`src/rtl/fcb_pkg.sv`:
```
package fcb_pkg;

    localparam int CMD_W     = 16;
    localparam int STOP_BITS = 2;
    localparam int FRAME_W   = 1 + CMD_W + STOP_BITS;
    localparam int BITCNT_W  = $clog2(FRAME_W);

    localparam logic [CMD_W-1:0] CODE_ACQ_START = 16'hE311;
    localparam logic [CMD_W-1:0] CODE_ACQ_STOP  = 16'hE313;
    localparam logic [CMD_W-1:0] CODE_ALIGN     = 16'hE000;
    localparam logic [CMD_W-1:0] CODE_BUF_RESET = 16'h0000;

    typedef enum logic [2:0] {
        KIND_OTHER     = 3'd0,
        KIND_ACQ_START = 3'd1,
        KIND_ACQ_STOP  = 3'd2,
        KIND_ALIGN     = 3'd3,
        KIND_BUF_RESET = 3'd4
    } cmd_kind_e;

    typedef struct packed {
        logic             valid;
        logic [CMD_W-1:0] code;
    } cmd_req_t;

    function automatic cmd_kind_e classify(input logic [CMD_W-1:0] code);
        case (code)
            CODE_ACQ_START: return KIND_ACQ_START;
            CODE_ACQ_STOP:  return KIND_ACQ_STOP;
            CODE_ALIGN:     return KIND_ALIGN;
            CODE_BUF_RESET: return KIND_BUF_RESET;
            default:        return KIND_OTHER;
        endcase
    endfunction

    function automatic logic [FRAME_W-1:0] build_frame(input logic [CMD_W-1:0] code);
        return {{STOP_BITS{1'b1}}, code, 1'b0};
    endfunction

endpackage

```
`src/rtl/fcb_req_arbiter.sv`:
```
module fcb_req_arbiter
    import fcb_pkg::*;
(
    input  logic             clk_i,
    input  logic             rst_i,
    input  logic             tc_valid_i,
    input  logic [CMD_W-1:0] tc_code_i,
    input  logic             host_valid_i,
    input  logic [CMD_W-1:0] host_code_i,
    input  logic             ready_i,
    output logic             launch_o,
    output logic [CMD_W-1:0] code_o,
    output logic             pend_o
);

    cmd_req_t sel;
    cmd_req_t pend_q;

    always_comb begin
        sel.valid = tc_valid_i | host_valid_i;
        sel.code  = tc_valid_i ? tc_code_i : host_code_i;
    end

    assign launch_o = ready_i & (pend_q.valid | sel.valid);
    assign code_o   = pend_q.valid ? pend_q.code : sel.code;
    assign pend_o   = pend_q.valid;

    always_ff @(posedge clk_i) begin
        if (rst_i) begin
            pend_q <= '0;
        end else if (launch_o && pend_q.valid) begin
            pend_q <= sel;
        end else if (!launch_o && sel.valid && !pend_q.valid) begin
            pend_q <= sel;
        end
    end

endmodule

```
`src/rtl/fcb_frame_serializer.sv`:
```
module fcb_frame_serializer
    import fcb_pkg::*;
#(
    parameter int PERIOD_W = 8
) (
    input  logic                clk_i,
    input  logic                rst_i,
    input  logic                load_i,
    input  logic [CMD_W-1:0]    code_i,
    input  logic [PERIOD_W-1:0] period_i,
    output logic                line_o,
    output logic                active_o,
    output logic                ready_o
);

    logic [FRAME_W-1:0]  shreg_q;
    logic [BITCNT_W-1:0] bit_cnt_q;
    logic [PERIOD_W-1:0] div_cnt_q;
    logic [PERIOD_W-1:0] period_q;
    logic                active_q;
    logic                bit_end;
    logic                last_tick;

    assign bit_end   = active_q && (div_cnt_q == period_q - 1'b1);
    assign last_tick = bit_end && (bit_cnt_q == BITCNT_W'(FRAME_W - 1));
    assign ready_o   = !active_q || last_tick;
    assign active_o  = active_q;
    assign line_o    = active_q ? shreg_q[0] : 1'b1;

    always_ff @(posedge clk_i) begin
        if (rst_i) begin
            shreg_q   <= '1;
            bit_cnt_q <= '0;
            div_cnt_q <= '0;
            period_q  <= PERIOD_W'(1);
            active_q  <= 1'b0;
        end else if (load_i) begin
            shreg_q   <= build_frame(code_i);
            bit_cnt_q <= '0;
            div_cnt_q <= '0;
            period_q  <= (period_i == '0) ? PERIOD_W'(1) : period_i;
            active_q  <= 1'b1;
        end else if (active_q) begin
            if (bit_end) begin
                div_cnt_q <= '0;
                shreg_q   <= {1'b1, shreg_q[FRAME_W-1:1]};
                if (last_tick) begin
                    active_q <= 1'b0;
                end else begin
                    bit_cnt_q <= bit_cnt_q + 1'b1;
                end
            end else begin
                div_cnt_q <= div_cnt_q + 1'b1;
            end
        end
    end

endmodule

```
`src/rtl/fcb_port_fanout.sv`:
```
module fcb_port_fanout #(
    parameter int NUM_PORTS = 8
) (
    input  logic                 clk_i,
    input  logic                 rst_i,
    input  logic                 load_i,
    input  logic [NUM_PORTS-1:0] mask_i,
    input  logic                 line_i,
    output logic [NUM_PORTS-1:0] port_o
);

    logic [NUM_PORTS-1:0] en_q;

    always_ff @(posedge clk_i) begin
        if (rst_i) begin
            en_q <= '0;
        end else if (load_i) begin
            en_q <= mask_i;
        end
    end

    for (genvar p = 0; p < NUM_PORTS; p++) begin : g_lane
        assign port_o[p] = en_q[p] ? line_i : 1'b1;
    end

endmodule

```
`src/rtl/fast_cmd_broadcast.sv`:
```
module fast_cmd_broadcast
    import fcb_pkg::*;
#(
    parameter int NUM_PORTS = 8,
    parameter int PERIOD_W  = 8
) (
    input  logic                 clk_i,
    input  logic                 rst_i,
    input  logic                 tc_valid_i,
    input  logic [15:0]          tc_code_i,
    input  logic                 host_valid_i,
    input  logic [15:0]          host_code_i,
    input  logic [NUM_PORTS-1:0] port_mask_i,
    input  logic [PERIOD_W-1:0]  bit_period_i,
    output logic [NUM_PORTS-1:0] port_line_o,
    output logic                 busy_o,
    output logic                 launch_o,
    output logic [2:0]           kind_o
);

    logic             ser_ready;
    logic             ser_active;
    logic             ser_line;
    logic             load;
    logic [CMD_W-1:0] load_code;
    logic             pend;
    logic             launch_q;
    cmd_kind_e        kind_q;

    fcb_req_arbiter u_arb (
        .clk_i        (clk_i),
        .rst_i        (rst_i),
        .tc_valid_i   (tc_valid_i),
        .tc_code_i    (tc_code_i),
        .host_valid_i (host_valid_i),
        .host_code_i  (host_code_i),
        .ready_i      (ser_ready),
        .launch_o     (load),
        .code_o       (load_code),
        .pend_o       (pend)
    );

    fcb_frame_serializer #(.PERIOD_W(PERIOD_W)) u_ser (
        .clk_i    (clk_i),
        .rst_i    (rst_i),
        .load_i   (load),
        .code_i   (load_code),
        .period_i (bit_period_i),
        .line_o   (ser_line),
        .active_o (ser_active),
        .ready_o  (ser_ready)
    );

    fcb_port_fanout #(.NUM_PORTS(NUM_PORTS)) u_fan (
        .clk_i  (clk_i),
        .rst_i  (rst_i),
        .load_i (load),
        .mask_i (port_mask_i),
        .line_i (ser_line),
        .port_o (port_line_o)
    );

    always_ff @(posedge clk_i) begin
        if (rst_i) begin
            launch_q <= 1'b0;
            kind_q   <= KIND_OTHER;
        end else begin
            launch_q <= load;
            if (load) begin
                kind_q <= classify(load_code);
            end
        end
    end

    assign busy_o   = ser_active | pend;
    assign launch_o = launch_q;
    assign kind_o   = kind_q;

endmodule

```
`config.mk`:
```
export PLATFORM = sky130hd
export DESIGN_NAME = fast_cmd_broadcast
export DESIGN_NICKNAME = d
export VERILOG_FILES = /design/src/rtl/fcb_pkg.sv /design/src/rtl/fcb_req_arbiter.sv /design/src/rtl/fcb_frame_serializer.sv /design/src/rtl/fcb_port_fanout.sv /design/src/rtl/fast_cmd_broadcast.sv
export SDC_FILE = /design/constraint.sdc
export NUM_CORES = 1
export LEC_CHECK = 0
export BUFFER_PORTS_ARGS = -buffer_cell sky130_fd_sc_hd__buf_2
export CORE_MARGIN = 2
export CORE_UTILIZATION = 55
export CTS_CLUSTER_DIAMETER = 100
export CTS_CLUSTER_SIZE = 20
export DETAILED_ROUTE_END_ITERATION = 12
export PLACE_DENSITY = 0.79
export SLEW_MARGIN = 20
export SYNTH_ARGS = -nofsm -noshare
export SYNTH_HDL_FRONTEND = slang
export SYNTH_SLANG_ARGS = --single-unit
```
`constraint.sdc`:
```
create_clock -name clk_i -period 3.3 [get_ports clk_i]
set_input_delay 0.33 -clock clk_i [delete_from_list [all_inputs] [get_ports clk_i]]
set_output_delay 0.33 -clock clk_i [all_outputs]
set_load 0.02 [all_outputs]
```
Yosys cells after proc, flatten, opt, wreduce, memory -nomap -nowiden --
Index checks and enable logic that the tools add are counted.
Operators by class: $add $sub $neg 3, equality and inequality tests 5, muxes and demuxes 23, bitwise operators 5, reductions and logical operators 17
Operators by type and width (count):
- $mux 17 | 5
- $eq 16x16->1 const B | 3
- $mux 16 | 2
- $logic_not 16->1 | 1
- $mux 8 | 2
- $mux 1 | 13
- $pmux 3 s4 | 1
- $add 8x1->8 const B | 1
- $eq 8x8->1 | 1
- $logic_not 8->1 | 1
- $sub 8x1->8 const B | 1
- $reduce_bool 2->1 | 3
- $add 5x1->5 const B | 1
- $eq 5x5->1 const B | 1
- $logic_and 1x1->1 | 5
- $logic_not 1->1 | 3
- $or 1x1->1 | 3
- $reduce_and 3->1 | 1
- $reduce_and 2->1 | 1
- $reduce_or 2->1 | 1
- $and 1x1->1 | 1
- $logic_or 1x1->1 | 1
- $not 1->1 | 1
Storage, ports and cells: register bits 68, input bits 52

Longest topological paths before layout --
Gate-level depths: netlist of run 1.
depth in word-level cells 11, mapped depth 10, gate-level depth less buffers 8

Cells and area by module --
A second synthesis of run 1 with hierarchy kept.
Second synthesis, totals: cell total of the unflattened synthesis 389, area total of the unflattened synthesis 3533.4 um^2
Modules (own cells, without submodules):
- fcb_frame_serializer | times used 1, cells an instance 213, area an instance 1944.4 um^2, seq. area each 780.7 um^2
- fcb_req_arbiter | times used 1, cells an instance 118, area an instance 1029.7 um^2, seq. area each 340.3 um^2
- fcb_port_fanout | times used 1, cells an instance 34, area an instance 335.3 um^2, seq. area each 160.2 um^2
- fast_cmd_broadcast | times used 1, cells an instance 24, area an instance 224.0 um^2, seq. area each 80.1 um^2

Least setup slack after synthesis of run 1 --
Ideal clock, no wire load.
path type register to register, from register u_ser.period_q[0], to register u_ser.bit_cnt_q[4], setup time 0.070 ns, arrival time 2.723 ns, slack 0.507 ns, stages on the path, launching flop included 10, buffers on the path 1, period minus slack after synthesis 2.793 ns, cells stage by stage dfxtp_1 inv_1 ha_1 nor2b_1 or3_1 a31o_2 or4_1 buf_2 or4_4 a21oi_2
On the way: word-level cells in the longest chain between the ends 7, elaborated cells on any way between the ends 9, classes of those cells 1 x add/sub; 1 x eq/ne; 2 x bitwise; 5 x reduce/logical
Ends and longest elaborated chain:
- start: declaration | line fcb_frame_serializer.sv:19 | logic [PERIOD_W-1:0] period_q;
- start signal: assignment | line fcb_frame_serializer.sv:41 | period_q <= (period_i == '0) ? PERIOD_W'(1) : period_i;
- $sub 8x1->8 (*) | line fcb_frame_serializer.sv:24 | assign bit_end = active_q && (div_cnt_q == period_q - 1'b1);
- $eq 8x8->1 (*) | line fcb_frame_serializer.sv:24
- $logic_and 1x1->1 (*) | line fcb_frame_serializer.sv:24
- $logic_and 1x1->1 | line fcb_frame_serializer.sv:25 | assign last_tick = bit_end && (bit_cnt_q == BITCNT_W'(FRAME_W - 1));
- $logic_or 1x1->1 | line fcb_frame_serializer.sv:26 | assign ready_o = !active_q || last_tick;
- $and 1x1->1 | line fcb_req_arbiter.sv:24 | assign launch_o = ready_i & (pend_q.valid | sel.valid);
- $reduce_or 2->1 (no line)
- end signal: assignment | line fcb_frame_serializer.sv:50 | bit_cnt_q <= bit_cnt_q + 1'b1;
- end: declaration | line fcb_frame_serializer.sv:17 | logic [BITCNT_W-1:0] bit_cnt_q;
Mark *: on every way between the ends. The rest lies on a longest branch, timed or not. A chain may end at the register's enable or synchronous reset.

Final worst setup path of run 1 --
Ends and elaborated chain as after synthesis.

==> metrics.md, run 1 <==
| Metric | Value |
|---|---|
| Status | `finished, final reports clean` |
| Fin. Hold Viols | `0` |
| Post-DR vias/cell | `6.088` |
| Hold Path Class | `in2reg` |
| Post-CTS Resized | `0` |
| Mapped Cells | `about 440` |
| Syn Nets | `497` |
| Ys Warns | `0` |
| HP Start | `port_mask_i[3]` |
| Sequential share of the synthesized area | `0.3658` |
| Hold_buf cts | `0` |
| GRT Overall Usage | `0.2587` |
| Max IR drop VDD | `~300 uV` |
| Die height | `between 80 and 90 um` |
| Kind of critical path | `reg2reg` |
| Root Driver | `clkbuf_8` |
| Initial Util | `0.5761` |
| Number of global-route vias before repair | `3283` |
| Setup tns final | `0 ns` |
| Clk buf depth | `2` |
| R2R Path Start | `u_ser.period_q[0]` |
| Endpoint, Worst Hold | `u_fan.en_q[3]` |
| Placer Congestion | `about 0.91` |
| Fin nets | `about 550` |
| Clock skew | `about 0.0084 ns` |
| Worst path max stage delay | `0.63 ns` |
| TritonCTS clock tree | `built` |
| Worst setup SP type | `flip-flop` |
| Area Overhead vs Synth | `15.43%` |
| DR iter-0 viols | `163` |
| Mean post-synth cell area | `8.438 um^2` |
| CP Max Fanout | `8` |
| Post-detail-place hpwl | `6517 um` |
| Number of remaining DRC errors | `0` |
| Antenna violations before repair | `0` |
| Placed insts | `562` |
| Worst slew pin tran | `0.8824 ns` |
| Fmax | `0.3346 GHz` |
| CTS HTree Levels | `3` |
| Synthesis-stage register bit count | `68` |
| Max_cap viols | `0` |
| CTS Sinks | `68` |
| Core Region | `0.006459 mm^2` |
| RSZ-0062 raised after global routing | `no` |
| Final core utilization | `0.6651` |
| Pwr dens | `471.3 mW/mm^2` |
| Final worst path period share | `0.9056` |
| Setup Slack @ Placement | `between 0.3 and 0.4 ns` |
| Inserted Clock Buffers | `9` |
| First-pass GRT wire length | `15350 um` |
| Die width | `between 80 and 90 um` |
| Layout cells sized above 1 | `0.2136` |
| Reg-to-reg slack, setup | `0.31 ns` |
| Crit. path cell count | `8` |
| Final ANT Viol Nets | `0` |
| Clk pin slew, worst setup/hold paths | `approximately 0.070 ns` |
| Crit path max-delay family | `simple AND/OR/NAND/NOR gates` |
| Placed Area | `0.004093 mm^2` |
| Rel. slew slack | `0.4095` |
| Max Slew Vio Count | `0` |
| Setup bufs post-CTS | `0` |
| Final design area excluding fillers | `between 0.004 and 0.005 mm^2` |
| Congestion Overflow GR | `0` |
| WP buf/inv | `1` |
| Worst Path Required | `3.58 ns` |
| Netlist Area Pre-Place | `approximately 0.0037 mm^2` |
| CP max-delay cell | `or4_1` |
| Tmin final | `2.989 ns` |
| Leakage power | `1.787 nW` |
| CP arrival | `3.27 ns` |
| Final non-filler cell total | `578` |
| Largest net degree at the start of global routing | `46` |
| Nature of the critical path endpoint | `flip-flop` |
| Crit path cell chain | `inv_1 > ha_1 > nor2b_1 > or3_1 > a31o_2 > or4_1 > or4_4 > a21oi_2` |
| N_diodes | `0` |
| Hold Path Stages | `3` |
| Yosys cell types | `48` |
| Site Rows | `29` |
| Reg2Reg Depth | `8` |
| Clk_lat worst skew | `0.35 ns` |
| Avg WL per Cell | `approximately 16 um` |
| I/O pin count | `65` |
| Final WS setup | `0.3115 ns` |
| WL final | `9109 um` |
| First drt pass iteration count | `4` |
| Port-buffer cells | `64` |
| Die footprint | `0.007440 mm^2` |
| Detailed-route via count | `3519` |
| FF-to-FF End | `u_ser.bit_cnt_q[4]` |
| Setup-failing EPs final | `0` |
==> worst reg2reg max path, cell delays in order (launching register included) <==
cell,delay (ns)
dfxtp_1,0.45
inv_1,0.07
ha_1,0.28
nor2b_1,0.16
or3_1,0.35
a31o_2,0.33
or4_1,0.63
or4_4,0.51
a21oi_2,0.13
==> cell usage after synthesis (all sizes together) <==
cell      n  area [um^2]
nand3    28        140.1
a211o     1        8.760
o31ai     1        7.510
o41ai     1        27.53
a21boi    1        7.510
a311o     1        10.01
and3      2        12.51
nor4     12        96.34
o21ai    26        130.1
mux2i    27        270.3
and2      8        50.05
a21o     10        75.07
a22oi     1        7.510
a31oi     1        6.260
o2111ai   1        8.760
nor2     14        52.55
xor2      8        70.07
a32oi     7        61.31
nand2    44        165.2
nor3b     1        7.510
clkinv    2        7.510
inv      15        56.30
a31o      1        8.760
a21oi    27        138.9
and3b     1        8.760
nand4     6        37.54
nor3      7        35.03
a211oi   33        247.7
or4       7        56.30
ha        4        50.05
o211ai    3        22.52
or3       5        31.28
clkbuf   22        82.58
a2111oi   1        8.760
xnor2     6        52.55
nor2b     9        56.30
mux2      9        101.4
nand4bb   1        11.26
a2bb2oi   9        78.83
buf      10        52.55
dfxtp    68         1361
==> worst max path at each step <==
stage	startpoint	slack [ns]	to
detailed placement	u_ser.period_q[0]	0.36	u_ser.bit_cnt_q[4]
global route	u_ser.period_q[0]	0.20	u_ser.shreg_q[0]
finish	u_ser.period_q[0]	0.31	u_ser.bit_cnt_q[4]
CTS	u_ser.period_q[0]	0.34	u_ser.bit_cnt_q[4]
global placement	u_ser.period_q[0]	0.45	u_ser.bit_cnt_q[4]
floorplan	u_ser.period_q[0]	0.51	u_ser.bit_cnt_q[4]
==> area by class of cell <==
cell class / count / area (um^2)
clock buffers: 12 / 155.1
clock inverters: 4 / 47.55
fillers: 559 / 2163
inverters: 17 / 63.81
multi-input cells: 324 / 2161
flip-flops and latches: 68 / 1361
well taps: 77 / 96.34
repair buffers: 76 / 410.4
==> placed cells by master (no fill, tap or decap), types with 2 or more instances in the layout <==
master	count
dfxtp_1	68
buf_2	64
nand2_1	44
a211oi_1	33
nand3_1	28
mux2i_1	27
o21ai_0	26
a21oi_1	26
inv_1	14
nor2_1	14
buf_4	12
clkbuf_8	11
a21o_1	10
nor4_1	10
mux2_2	9
nor2b_1	9
a2bb2oi_1	9
and2_1	8
xor2_1	8
nor3_1	7
a32oi_1	7
xnor2_1	6
or4_1	6
nand4_1	6
or3_1	5
ha_1	4
o211ai_1	3
clkinv_1	2
and3_1	2
clkinv_2	2
==> cell families after synthesis <==
logic type                 count (synthesis)  synth area share
adders and majority gates                  4           0.01345
xor gates and xnor gates                  14           0.03295
DFF                                       68            0.3658
buffers and inverters                     49           0.05346
AOI/OAI and AO/OA                        125            0.2300
muxes                                     36           0.09987
and+or+nand+nor                          145            0.2044
==> power by group <==
part	switching (mW)	internal (mW)	total [mW]	leakage [nW]
sequential	0.0453	0.884	0.930	0.560
clock	0.309	0.388	0.697	0.102
combinational	0.228	0.170	0.398	1.13
total	0.583	1.44	2.02	1.79
==> metal layers <==
layer,vias up,share of wire,global-route usage
li1,1743,-,-
met2,119,0.45,0.3932
met5,-,0,0
met1,1632,0.45,0.3545
met4,0,0.032,0.1250
met3,25,0.062,0.04952
==> flip-flops by register name (all words and copies together), names as in the netlist <==
signal and cells:
launch_o 1, u_arb.pend_q 16, u_ser.bit_cnt_q 5, u_arb.pend_o 1
u_fan.en_q 8, u_ser.div_cnt_q 8, u_ser.active_o 1, kind_o 3
u_ser.period_q 8, u_ser.shreg_q 17
==> metrics by stage <==
step                      hold slack [ns]  total power, mW
after floorplan                    0.4481            1.231
after global placement             0.4457            1.324
after detailed placement           0.4561            1.339
after CTS                          0.2289            2.033
after global routing               0.2435            2.124
final                              0.2384            2.024
No activity file was read; power rests on OpenSTA's default activity.
==> run 2: changes to the inputs <==
Settings changed: SYNTH_HIERARCHICAL set to 1.
==> run 2 against run 1 <==
Worst hold slack lost 0.029 ns. Clock skew down 0.0018 ns. Total power is 0.65% higher. Area after synthesis is 5.0% lower. Cell area decreased by 4.4%. Maximum frequency decreased by 3.1%. First-iteration DRC count decreased by 11%. Critical path depth grew 1. Via count fell by 16%. Routed wire length fell by 17%. Die area decreased by 4.8%. Critical path type unchanged. Critical endpoint is now kind_o[0]. Largest power group unchanged.
==> metrics.md, run 2 <==
| Metric | Value |
|---|---|
| Status | `finished, final reports clean` |
| RSZ-0062 raised after global routing | `no` |
| DR iter-0 viols | `145` |
| Reg-to-reg slack, setup | `0.22 ns` |
| Inserted Clock Buffers | `9` |
| Congestion Overflow GR | `0` |
| Share of the synthesized area in the top cell type | `0.3853` |
| Int Pwr | `1.446 mW` |
| Post-detail-place hpwl | `5478 um` |
| Post-synth EDFFs | `0` |
| Main area contributors after synthesis | `dfxtp_1 (39%), mux2i_1 (14%), nor2_1 (6.6%)` |
| Area leader, netlist | `dfxtp_1` |
| Largest net degree at the start of global routing | `53` |
| GRT Overall Usage | `0.2225` |
| Fmax | `0.3243 GHz` |
| Hold Path Class | `in2reg` |
| CTS HTree Levels | `3` |
| Synthesis-stage register bit count | `68` |
| Die width | `between 80 and 90 um` |
| Number of remaining DRC errors | `0` |
| CTS Sinks | `68` |
| Rel. slew slack | `0.2822` |
| Layout cells sized above 1 | `0.2517` |
| Die footprint | `0.007081 mm^2` |
| Mean post-synth cell area | `9.083 um^2` |
| Port-buffer cells | `64` |
| Clk pin slew, worst setup/hold paths | `0.07 ns` |
| Setup bufs post-CTS | `0` |
| Placed Area | `0.003899 mm^2` |
| Commonest non-fill, non-tap cell in the layout | `dfxtp_1` |
| Syn Nets | `around 450` |
| Ys async rst share | `0` |
| Kind of critical path | `reg2reg` |
| CP Max Fanout | `6` |
| Fill count | `538` |
| Worst slew pin tran | `1.077 ns` |
| Most frequent cells in the layout | `dfxtp_1 (68), buf_2 (64), nor2_1 (62), mux2i_1 (48), a21oi_1 (39)` |
| Worst Path Required | `3.58 ns` |
| I/O pin count | `between 60 and 70` |
| Fin. Hold Viols | `0` |
| Antenna violations before repair | `0` |
| Net load switching power | `about 0.59 mW` |
| Mapped Cells | `389` |
| Detailed-route via count | `2972` |
| Nature of the critical path endpoint | `flip-flop` |
| First drt pass iteration count | `5` |
| Area of the multi-input gates | `between 0.002 and 0.0025 mm^2` |
| Yosys cell types | `53` |
| Final design area excluding fillers | `0.004105 mm^2` |
| Most instantiated cells after synthesis | `dfxtp_1 (68), nor2_1 (62), mux2i_1 (48)` |
| WL final | `7584 um` |
| Largest register FFs | `17` |
| Setup tns final | `0 ns` |
| First-pass GRT wire length | `12940 um` |
| Max IR drop VDD | `283.4 uV` |
| Die height | `84.15 um` |
| Clock network power share | `0.328` |
| Final worst path period share | `0.9344` |
| Worst setup SP type | `flip-flop` |
| Placer Congestion | `about 0.83` |
| Leading registers by flop count | `u_ser/shreg_q: 17 flops, u_arb/pend_q: 16 flops` |
| Tmin final | `3.084 ns` |
| Final core utilization | `0.6540` |
| FF/Latch Area | `0.001361 mm^2` |
| N_diodes | `0` |
| Number of global-route vias before repair | `2813` |
| Pwr dens | `496.3 mW/mm^2` |
| Clk_lat worst skew | `~0.34 ns` |
| Sw Ratio | `0.2901` |
| Ys Warns | `6` |
| Count leader, synth | `dfxtp_1` |
| Setup-failing EPs final | `0` |
| Clk buf depth | `2` |
| Share of power burned in registers | `0.463` |
| CP arrival | `3.37 ns` |
| Clock skew | `0.006567 ns` |
| Max_cap viols | `0` |
| Combinational power share | `0.209` |
| Area Overhead vs Synth | `16.18%` |
| Core Region | `0.006277 mm^2` |
| Main synth FF type | `dfxtp_1` |
| Initial Util | `0.5629` |
| Sequential share of the synthesized area | `0.3853` |
| Max Slew Vio Count | `0` |
| Netlist Area Pre-Place | `0.003533 mm^2` |
| Avg WL per Cell | `14.31 um` |
| TritonCTS clock tree | `built` |
| Hold Slack | `0.2091 ns` |
| Leakage power | `roughly 1.7 nW` |
| Post-DR vias/cell | `roughly 5.6` |
| Root Driver | `clkbuf_8` |
| Largest Register | `u_ser/shreg_q` |
| Total Power Consumption | `2.038 mW` |
| Final ANT Viol Nets | `0` |
| Fin nets | `505` |
| Site Rows | `29` |
==> run 2: changes by cell type after synthesis, sizes merged, moves of 12 or more <==
cell    previous run  this run
nand3             28         4
a211oi            33         0
nor2              14        62
a21oi             27        39
nand2             44        13
mux2i             27        48
a221oi             0        16
==> run 2: worst max-delay path, stage by stage (launching register included) <==
cell,delay (ns)
dfxtp_1,0.36
or3_1,0.40
or3_4,0.41
a2111oi_4,0.37
o21ai_1,0.15
o21ai_2,0.17
a21boi_4,0.24
nor4b_2,0.26
or4b_4,0.52
o21ai_2,0.14
==> run 2: power groups by stage <==
stage               registers, mW  clock network [mW]  logic [mW]
floorplan                   0.946                   0       0.324
global placement            0.957                   0       0.410
detailed placement          0.961                   0       0.421
CTS                         0.942               0.686       0.424
global route                0.953               0.720       0.469
finish                      0.944               0.668       0.426
==> run 2: cells by family after synthesis <==
kind of cell / share of synthesized area
flip-flops: 0.3853
AND/OR/NAND/NOR: 0.1824
buffers and inverters: 0.04887
multiplexers: 0.1392
XOR/XNOR: 0.04356
adder cells (fa/ha/maj): 0.01700
AO/OA/AOI/OAI: 0.1838
==> run 2: what timing repair did <==
action,CTS,global route
hold buffers,0,0
setup endpoints to repair,0,19
resized for setup,0,3
==> run 2: final timing paths <==
kind,startpoint,end,cells past startpoint
setup / recovery,u_ser/period_q[2],kind_o[0],9
hold / removal,bit_period_i[0],u_ser/period_q[0],3
setup reg to reg,u_ser/period_q[2],kind_o[0],9
hold reg to reg,kind_o[0],kind_o[0],2
==> run 2: layout make-up <==
cell class | count | area share
Sequential cell | 68 | 0.3316
Clock buffer | 11 | 0.03444
Timing Repair Buffer | 73 | 0.09753
Inverter | 8 | 0.007315
Multi-Input combinational cell | 289 | 0.4934
Clock inverter | 4 | 0.01219
Tap cell | 77 | 0.02347
==> run 2: stage by stage <==
stage	setup WS (ns)	cells
2_1_floorplan	0.02995	389
3_3_place_gp	0.2069	515
3_5_place_dp	0.04219	515
4_1_cts	0.01190	530
5_1_grt	0.01852	530
6_report	0.2165	530
==> run 2: metal layers <==
layer	up-vias	part of all wire	track usage	routed length, um
li1	1505	-	-	-
met3	17	0.053	0.04326	405
met2	93	0.48	0.3593	3631
met5	-	0	0	0
met4	0	0.020	0.08798	155
met1	1357	0.45	0.2946	3392
==> run 3: changes to the inputs <==
Settings changed: CORE_UTILIZATION 55 to 30, MAX_ROUTING_LAYER set to met4, PLACE_DENSITY 0.79 to unset, SKIP_CTS_REPAIR_TIMING set to 1.
==> run 3 against run 2 <==
Worst hold slack gained 0.036 ns. Sequential share of layout area down 1.7 points. Count of clock-buffer cells in the layout fell by 1. Largest power group is now clock.
==> metrics.md, run 3 (synthesized netlist as in run 2, its figures left out) <==
| Metric | Value |
|---|---|
| Placed Area | `0.003999 mm^2` |
| Fmax | `roughly 0.32 GHz` |
| Detailed-route via count | `2961` |
| Antenna violations before repair | `0` |
| RSZ-0062 raised after global routing | `no` |
| Kind of critical path | `reg2reg` |
| Max Slew Vio Count | `0` |
| Layout cells sized above 1 | `0.2598` |
| Initial Util | `0.3081` |
| Setup-failing EPs final | `0` |
| Nature of the critical path endpoint | `flip-flop` |
| Leakage power | `1.760 nW` |
| Port-buffer cells | `64` |
| Most frequent cells in the layout | `dfxtp_1 (68), buf_2 (64), nor2_1 (62), mux2i_1 (48), a21oi_1 (39)` |
| CTS HTree Levels | `3` |
| Site Rows | `39` |
| Core Region | `0.01147 mm^2` |
| Die height | `approximately 110 um` |
| Die footprint | `0.01266 mm^2` |
| Hold Path Class | `in2reg` |
| Root Driver | `clkbuf_16` |
| TritonCTS clock tree | `built` |
| Area Overhead vs Synth | `22.38%` |
| CP arrival | `about 3.4 ns` |
| Avg WL per Cell | `13.94 um` |
| Reg-to-reg slack, setup | `0.19 ns` |
| Final ANT Viol Nets | `0` |
| Endpoint, Worst Hold | `u_fan/en_q[7]` |
| Commonest non-fill, non-tap cell in the layout | `dfxtp_1` |
| Fin nets | `509` |
| Clk pin slew, worst setup/hold paths | `0.06 ns` |
| Status | `finished, final reports clean` |
| Worst Path Required | `3.56 ns` |
| First drt pass iteration count | `4` |
| I/O pin count | `65` |
| CTS Sinks | `68` |
| Fin. Hold Viols | `0` |
| Congestion Overflow GR | `0` |
| Final design area excluding fillers | `between 0.004 and 0.005 mm^2` |
| Post-DR vias/cell | `approximately 5` |
| Die width | `112.5 um` |
| Setup Slack @ Placement | `0.09840 ns` |
| GRT Overall Usage | `0.1460` |
| HP Start | `port_mask_i[7]` |
| WL final | `8377 um` |
| Post-detail-place hpwl | `6213 um` |
| Clk_lat worst skew | `0.33 ns` |
| DR iter-0 viols | `212` |
| Inserted Clock Buffers | `9` |
| Reg2Reg Depth | `11` |
| Largest Register | `u_ser/shreg_q` |
| Final worst path period share | `0.9437` |
| Worst slew pin tran | `roughly 0.51 ns` |
| Worst setup SP type | `flip-flop` |
| Max_cap viols | `0` |
| First-pass GRT wire length | `14500 um` |
| Final non-filler cell total | `between 600 and 700` |
| N_diodes | `0` |
| Tmin final | `~3.1 ns` |
| Number of global-route vias before repair | `2947` |
| Max IR drop VDD | `around 240 uV` |
| FF-to-FF End | `kind_o[0]` |
| Final WS setup | `0.1856 ns` |
| Placer Congestion | `0.8507` |
| Largest net degree at the start of global routing | `31` |
| Setup tns final | `0 ns` |
| Clk buf depth | `2` |
| Pwr dens | `540.3 mW/mm^2` |
| Largest register FFs | `17` |
| Leading registers by flop count | `u_ser/shreg_q: 17 flops, u_arb/pend_q: 16 flops` |
| R2R Path Start | `u_ser/period_q[0]` |
| Hold Path Stages | `3` |
| Rel. slew slack | `0.6610` |
| Number of remaining DRC errors | `0` |
| Clock skew | `0.008261 ns` |
| CP Max Fanout | `6` |
| Placed insts | `585` |
## run 3: cell count changes in the layout (fill, tap and decap cells not counted), sizes merged
| cell | before | now |
|---|---|---|
| clkbuf | 11 | 10 |
| clkinv | 2 | 4 |
| buf | 73 | 77 |
## run 3: worst max path at each step
stage	startpoint	to	slack, ns	cells past startpoint
floorplan	u_ser/period_q[2]	kind_o[0]	0.03	9
global placement	u_ser/period_q[3]	u_fan/en_q[1]	0.21	10
detailed placement	u_ser/period_q[0]	u_fan/en_q[0]	0.1	12
CTS	u_ser/period_q[0]	u_fan/en_q[0]	0.04	12
global route	u_ser/period_q[0]	u_fan/en_q[0]	0.01	12
finish	u_ser/period_q[0]	kind_o[0]	0.19	11
## run 3: worst max-delay path, stage by stage, from the launching register on
cell       delay [ns]
dfxtp_1          0.43
inv_1            0.10
ha_1             0.30
nor3b_2          0.20
xnor2_1          0.16
a2111oi_4        0.36
o21ai_1          0.14
o21ai_1          0.22
a21boi_4         0.23
nor4b_2          0.25
or4b_4           0.51
o21ai_2          0.14
## run 3: layout make-up
type / count / area [um^2]
Clock buffer: 10 / 239.0
Inverter: 8 / 30.03
Clock inverter: 6 / 63.81
Tap cell: 143 / 178.9
Sequential cell: 68 / 1361
Timing Repair Buffer: 77 / 429.2
Multi-Input combinational cell: 289 / 2022
Fill cell: 1109 / 7143
## run 3: routing by layer
metal,track usage,wire length (um),vias up
met3,0.03726,371,6
li1,-,-,1518
met4,0.02764,61,0
met2,0.2361,3951,71
met5,-,0,-
met1,0.1868,3992,1366
## run 3: power by group
group          switching, mW  total (mW)  internal [mW]
sequential            0.0435       0.939          0.895
combinational          0.251       0.443          0.192
clock                  0.352       0.955          0.603
## run 3: through the flow
step	hold WS, ns	util	power [mW]
after floorplan	0.4016	-	1.270
after global placement	0.4653	0.3487	1.381
after detailed placement	0.4721	0.3487	1.394
after CTS	0.2306	0.3751	2.355
after global routing	0.2349	0.3771	2.470
final	0.2455	0.3771	2.336
